<file path="src/rtl/boot_pkg.sv">
package boot_pkg;

  typedef enum logic [1:0] {
    BOOT_TAP   = 2'b00,
    BOOT_SLAVE = 2'b01,
    BOOT_FLASH = 2'b10,
    BOOT_NONE  = 2'b11
  } boot_mode_e;

  typedef enum logic [2:0] {
    LD_WAIT,
    LD_CMD,
    LD_DATA,
    LD_PUSH,
    LD_START,
    LD_HOLD,
    LD_DONE
  } ld_state_e;

endpackage

</file>
<file path="src/rtl/boot_strap_sample.sv">
module boot_strap_sample
  import boot_pkg::*;
(
  input  logic       clk,
  input  logic       rst_n,
  input  logic       strap_rw,
  input  logic       strap_ck,
  output boot_mode_e mode_o,
  output logic       valid_o
);

  boot_mode_e mode_q;
  logic       taken_q;

  // One capture, on the first edge out of reset; frozen afterwards.
  always_ff @(posedge clk or negedge rst_n) begin
    if (!rst_n) begin
      mode_q  <= BOOT_NONE;
      taken_q <= 1'b0;
    end else if (!taken_q) begin
      taken_q <= 1'b1;
      if (strap_rw)      mode_q <= BOOT_FLASH;
      else if (strap_ck) mode_q <= BOOT_SLAVE;
      else               mode_q <= BOOT_TAP;
    end
  end

  assign mode_o  = mode_q;
  assign valid_o = taken_q;

endmodule

</file>
<file path="src/rtl/boot_sck_gen.sv">
module boot_sck_gen #(
  parameter int DIV = 4
) (
  input  logic clk,
  input  logic rst_n,
  input  logic en,
  input  logic clr,
  output logic sck_o,
  output logic rise_o,
  output logic fall_o
);

  localparam int HALF = (DIV < 2) ? 1 : DIV / 2;

  logic sck_q;
  logic edge_due;
  logic tick;

  generate
    if (HALF == 1) begin : g_fast
      assign edge_due = 1'b1;
    end else begin : g_count
      localparam int CW = $clog2(HALF);
      logic [CW-1:0] cnt_q;
      always_ff @(posedge clk or negedge rst_n) begin
        if (!rst_n)      cnt_q <= '0;
        else if (clr)    cnt_q <= '0;
        else if (en)     cnt_q <= (cnt_q == CW'(HALF - 1)) ? '0 : cnt_q + 1'b1;
      end
      assign edge_due = (cnt_q == CW'(HALF - 1));
    end
  endgenerate

  assign tick = en && !clr && edge_due;

  // When en drops the phase is held, so a paused transfer resumes seamlessly.
  always_ff @(posedge clk or negedge rst_n) begin
    if (!rst_n)    sck_q <= 1'b0;
    else if (clr)  sck_q <= 1'b0;
    else if (tick) sck_q <= ~sck_q;
  end

  assign sck_o  = sck_q;
  assign rise_o = tick && !sck_q;
  assign fall_o = tick && sck_q;

endmodule

</file>
<file path="src/rtl/boot_flash_loader.sv">
module boot_flash_loader
  import boot_pkg::*;
#(
  parameter int         SPI_DIV = 4,
  parameter int         ADDR_W  = 8,
  parameter int         DATA_W  = 16,
  parameter int         CMD_W   = 32,
  parameter logic [7:0] READ_OP = 8'h03
) (
  input  logic              clk,
  input  logic              rst_n,
  input  logic              strap_rw,
  input  logic              strap_ck,
  output logic              spi_sck,
  output logic              spi_mosi,
  input  logic              spi_miso,
  output logic              spi_cs_n,
  output logic [ADDR_W-1:0] pm_addr,
  output logic [DATA_W-1:0] pm_data,
  output logic              pm_valid,
  input  logic              pm_ready,
  output logic [1:0]        boot_mode,
  output logic              busy,
  output logic              run_start
);

  localparam int                BIT_W     = $clog2(CMD_W);
  localparam logic [CMD_W-1:0]  CMD_WORD  = {READ_OP, {(CMD_W - 8){1'b0}}};
  localparam logic [ADDR_W-1:0] LAST_ADDR = '1;
  localparam logic [BIT_W-1:0]  CMD_LAST  = BIT_W'(CMD_W - 1);
  localparam logic [BIT_W-1:0]  WORD_LAST = BIT_W'(DATA_W - 1);

  boot_mode_e mode;
  logic       mode_valid;

  ld_state_e         state_q;
  logic [BIT_W-1:0]  bit_q;
  logic [CMD_W-1:0]  cmd_q;
  logic              mosi_q;
  logic [DATA_W-1:0] word_q;
  logic [ADDR_W-1:0] addr_q;

  logic sck_en, sck_rise, sck_fall, cs_active;

  boot_strap_sample u_strap (
    .clk      (clk),
    .rst_n    (rst_n),
    .strap_rw (strap_rw),
    .strap_ck (strap_ck),
    .mode_o   (mode),
    .valid_o  (mode_valid)
  );

  boot_sck_gen #(.DIV(SPI_DIV)) u_sck (
    .clk    (clk),
    .rst_n  (rst_n),
    .en     (sck_en),
    .clr    (!cs_active),
    .sck_o  (spi_sck),
    .rise_o (sck_rise),
    .fall_o (sck_fall)
  );

  assign cs_active = (state_q == LD_CMD) || (state_q == LD_DATA) || (state_q == LD_PUSH);
  assign sck_en    = (state_q == LD_CMD) || (state_q == LD_DATA);

  always_ff @(posedge clk or negedge rst_n) begin
    if (!rst_n) begin
      state_q <= LD_WAIT;
      bit_q   <= '0;
      cmd_q   <= '0;
      mosi_q  <= 1'b0;
      word_q  <= '0;
      addr_q  <= '0;
    end else begin
      // Command bits leave on falling SCK; zeros follow the command.
      if (sck_fall) {mosi_q, cmd_q} <= {cmd_q, 1'b0};
      unique case (state_q)
        LD_WAIT: if (mode_valid) begin
          if (mode == BOOT_FLASH) begin
            state_q <= LD_CMD;
            mosi_q  <= CMD_WORD[CMD_W-1];
            cmd_q   <= CMD_WORD << 1;
            bit_q   <= '0;
          end else begin
            state_q <= LD_HOLD;
          end
        end
        LD_CMD: if (sck_rise) begin
          if (bit_q == CMD_LAST) begin
            bit_q   <= '0;
            state_q <= LD_DATA;
          end else begin
            bit_q <= bit_q + 1'b1;
          end
        end
        LD_DATA: if (sck_rise) begin
          word_q <= {word_q[DATA_W-2:0], spi_miso};
          if (bit_q == WORD_LAST) begin
            bit_q   <= '0;
            state_q <= LD_PUSH;
          end else begin
            bit_q <= bit_q + 1'b1;
          end
        end
        LD_PUSH: if (pm_ready) begin
          addr_q  <= addr_q + 1'b1;
          state_q <= (addr_q == LAST_ADDR) ? LD_START : LD_DATA;
        end
        LD_START: state_q <= LD_DONE;
        LD_HOLD:  state_q <= LD_HOLD;
        LD_DONE:  state_q <= LD_DONE;
        default:  state_q <= LD_HOLD;
      endcase
    end
  end

  assign spi_mosi  = mosi_q;
  assign spi_cs_n  = !cs_active;
  assign pm_addr   = addr_q;
  assign pm_data   = word_q;
  assign pm_valid  = (state_q == LD_PUSH);
  assign run_start = (state_q == LD_START);
  assign busy      = (state_q != LD_DONE);
  assign boot_mode = mode;

endmodule

</file>
<file path="config.mk">
export PLATFORM = sky130hd
export DESIGN_NAME = boot_flash_loader
export DESIGN_NICKNAME = d
export VERILOG_FILES = /design/src/rtl/boot_pkg.sv /design/src/rtl/boot_strap_sample.sv /design/src/rtl/boot_sck_gen.sv /design/src/rtl/boot_flash_loader.sv
export SDC_FILE = /design/constraint.sdc
export NUM_CORES = 1
export LEC_CHECK = 0
export ABC_CLOCK_PERIOD_IN_PS = 2000
export BUFFER_PORTS_ARGS = -buffer_cell sky130_fd_sc_hd__buf_2
export CORE_MARGIN = 4
export CORE_UTILIZATION = 52
export DETAILED_ROUTE_END_ITERATION = 10
export GPL_TIMING_DRIVEN = 0
export PLACE_DENSITY = 0.76
export SKIP_CTS_REPAIR_TIMING = 1
export SKIP_LAST_GASP = 1
export SLEW_MARGIN = 20
export SYNTH_ARGS = -nofsm -noshare
export SYNTH_HDL_FRONTEND = slang
export SYNTH_SLANG_ARGS = --single-unit
</file>
<file path="constraint.sdc">
create_clock -name clk -period 2 [get_ports clk]
set_input_delay 0 -clock clk [delete_from_list [all_inputs] [get_ports clk]]
set_output_delay 0 -clock clk [all_outputs]
set_load 0.05 [all_outputs]
</file>
==> impl_metrics.toml <==
[cts]
numCtsBuffers = 9
root_buffer = "clkbuf_8"
clk_latency_ns = 0.34
h-tree-depth = 3
cts.path.max_buffers = 2
cts_sinks = 70
cts_tree = "built"
path_clk_slew_ns = 0.07

[sta]
fin_skew_ns = 0.00610
fin_crit_sh_pct = 104
final-hold-violation-count = 0
slew_violations = 0
fmax_mhz = 479
period_needed_ns = 2.09
rsz0062_at_grt = "true"
whs_ns = 0.110
setup_ws_ns = -0.0865
setup_viol = 4

[floorplanning]
die_y_um = 86.1
num_rows = 28
pin_count = 38
initial_core_util_pct = 53.5
die_width_um = 86.1
core-area_mm2 = 0.00592
die-area_mm2 = 0.00741

[critical_path]
cpMaxStageDelayCell = "dfrtp_1"
end_kind = "register"
path_class = "reg -> reg"
path_cells = "ha_2, nand3_2, inv_2, ha_4, or3b_4, and2_4, a31oi_4, mux2_4"
max_stage_delay_ns = 0.40
crit_required_ns = 2.22
crit_fanout = 3
r2r-start = "bit_q[1]"
start_kind = "register"
cp_top_family = "simple AND/OR/NAND/NOR gates"
arrival_ns = 2.31
critPathLaunch = "bit_q[1]"
path_buf_inv = 1

[detailed_routing]
first_pass_iters = 4
route.antenna.remaining_nets = 0
wl_per_cell_um = 13.5
drt_iter0_markers = 117
num_vias = 2283
drc = 0
avgViaCountPerCell = 5.25
wl_mm = 5.89

[cells_and_area]
final_common_cell = "nand2_1"
final_cells = 435
diodes = 0
layout-drive-gt1-share_pct = 29.2
fin_nets = 368
syn2layout_area_growth_pct = 19.9
layout_common_cells = "nand2_1 (72), dfrtp_1 (68), buf_2 (45)"
num-fill-cells = 472

[synth]
synth.area.mux_share_pct = 8.29
syn_area_mm2 = 0.00317
synth_top_cell_by_area = "dfrtp_1"
synth_nets = 313
synth_xor_area_share_pct = 2.49
yosysSeqAreaShare_pct = 55.3
postSynthAreaPerCell_um2 = 10.6
yosys.area_share.simple_pct = 17.3
netlist_top_cells_area = "dfrtp_1 (54%), nand2_1 (8.5%), mux2_2 (6.0%)"
synth_top_family_by_area = "simple AND/OR/NAND/NOR gates"
ys_seq_elements = 70
synth_fa_ha_area_share_pct = 2.76
synth_compound_area_share_pct = 9.47
synthCells = 300
ys_types = 50
synth_top_area_share_pct = 53.7
yosys_warnings = 0

[placed_design]
dpl.hpwl_mm = 4.03
dp.cells = 413
gp_congestion = 0.771
portBuffers = 37

[global_route]
antenna_found_initial = 0
grt-ovfl-total = 0
grt_max_degree = 44
grtUsageTotal_pct = 17.2
first_global_vias = 2241
grt_pass1_wl_mm = 10.1

[power]
vdd_drop_max_mv = 0.876
powerDensity_mw_per_mm2 = 1460
power_w = 0.00554
leakage_nw = 1.82

[worst_hold_path]
min_path_type = "in -> async"

[job]
max_cap_violations = 0

[outcome]
outcome = "finished, violations left"
violations = "negative setup slack"
[path summary, 6_finish.rpt]
check	endpoint	slack, ns	cells after the start
setup / recovery	state_q[0]	-0.09	8
hold / removal	cmd_q[9]	0.11	2
setup reg to reg	state_q[0]	-0.09	8
hold reg to reg	pm_data[15]	0.49	1
max in group asynchronous	u_strap.mode_o[1]	1.29	3
min in group clk	state_q[2]	0.21	4
[metrics by stage]
stage | worst slack (ns) | util [%] | setup TNS [ns] | instance area [µm²]
2_1_floorplan | -0.0281 | - | -0.0562 | 3190
3_3_place_gp | -0.101 | 58.6 | -0.201 | 3470
3_5_place_dp | -0.128 | 59.0 | -0.255 | 3490
4_1_cts | -0.143 | 63.0 | -0.285 | 3730
5_1_grt | -0.147 | 64.2 | -0.451 | 3800
6_report | -0.0865 | 64.2 | -0.193 | 3800
[area by class of cell]
class / count / area [µm²] / share of cell area, %
multi-input cells: 202 / 1320 / 34.7
plain buffers: 17 / 93.8 / 2.47
clock inverters: 6 / 110 / 2.90
inverters: 11 / 41.3 / 1.09
well taps: 75 / 93.8 / 2.47
clock buffers: 10 / 128 / 3.36
flip-flops and latches: 70 / 1750 / 46.1
repair buffers: 44 / 263 / 6.91
[state kept, by name, indices dropped and copies added (netlist names)]
| signal | flops |
|---|---|
| cmd_q | 32 |
| pm_data | 16 |
| pm_addr | 8 |
| bit_q | 5 |
| state_q | 3 |
| u_strap.mode_o | 2 |
| spi_mosi | 1 |
| u_sck.edge_due | 1 |
| u_sck.sck_o | 1 |
| u_strap.valid_o | 1 |
[Yosys cell counts, drive strengths merged]
master    n
a2111oi   1
a211oi    1
a21oi    34
a22oi     1
a31oi     2
and2      2
and2b     1
and3      1
and3b     1
and4b     1
buf      13
clkbuf    4
conb      1
dfrtp    68
dfstp     2
ha        7
inv      11
mux2     20
mux2i     3
nand2    72
nand2b    1
nand3     6
nand3b    3
nand4     4
nor2      8
nor2b     1
nor3      4
nor3b     1
nor4      1
o211ai    3
o21ai     3
o22a      1
o22ai     2
o2bb2ai   1
or2       1
or3       1
or3b      2
or4bb     2
xnor2     6
xor2      3
[kinds of logic after synthesis]
group / after synthesis
AO/OA/AOI/OAI: 49
flip-flops: 70
buffers and inverters: 28
other: 1
AND/OR/NAND/NOR: 113
multiplexers: 23
adder cells (fa/ha/maj): 7
XOR/XNOR: 9
[power breakdown]
group,internal [W],total (W),switching [W],leakage [nW]
sequential,0.00168,0.00194,0.000267,0.937
clock,0.000826,0.00135,0.000528,0.112
combinational,0.000817,0.00224,0.00142,0.774
[routing by layer]
layer | vias to the layer above | routed length (µm) | track usage [%]
met1 | 1119 | 2600 | 22.8
met3 | 8 | 252 | 4.23
met4 | 0 | 79 | 6.33
met2 | 41 | 2960 | 27.5
met5 | - | 0 | 0
li1 | 1115 | - | -
(Power assumes the default switching activity.)
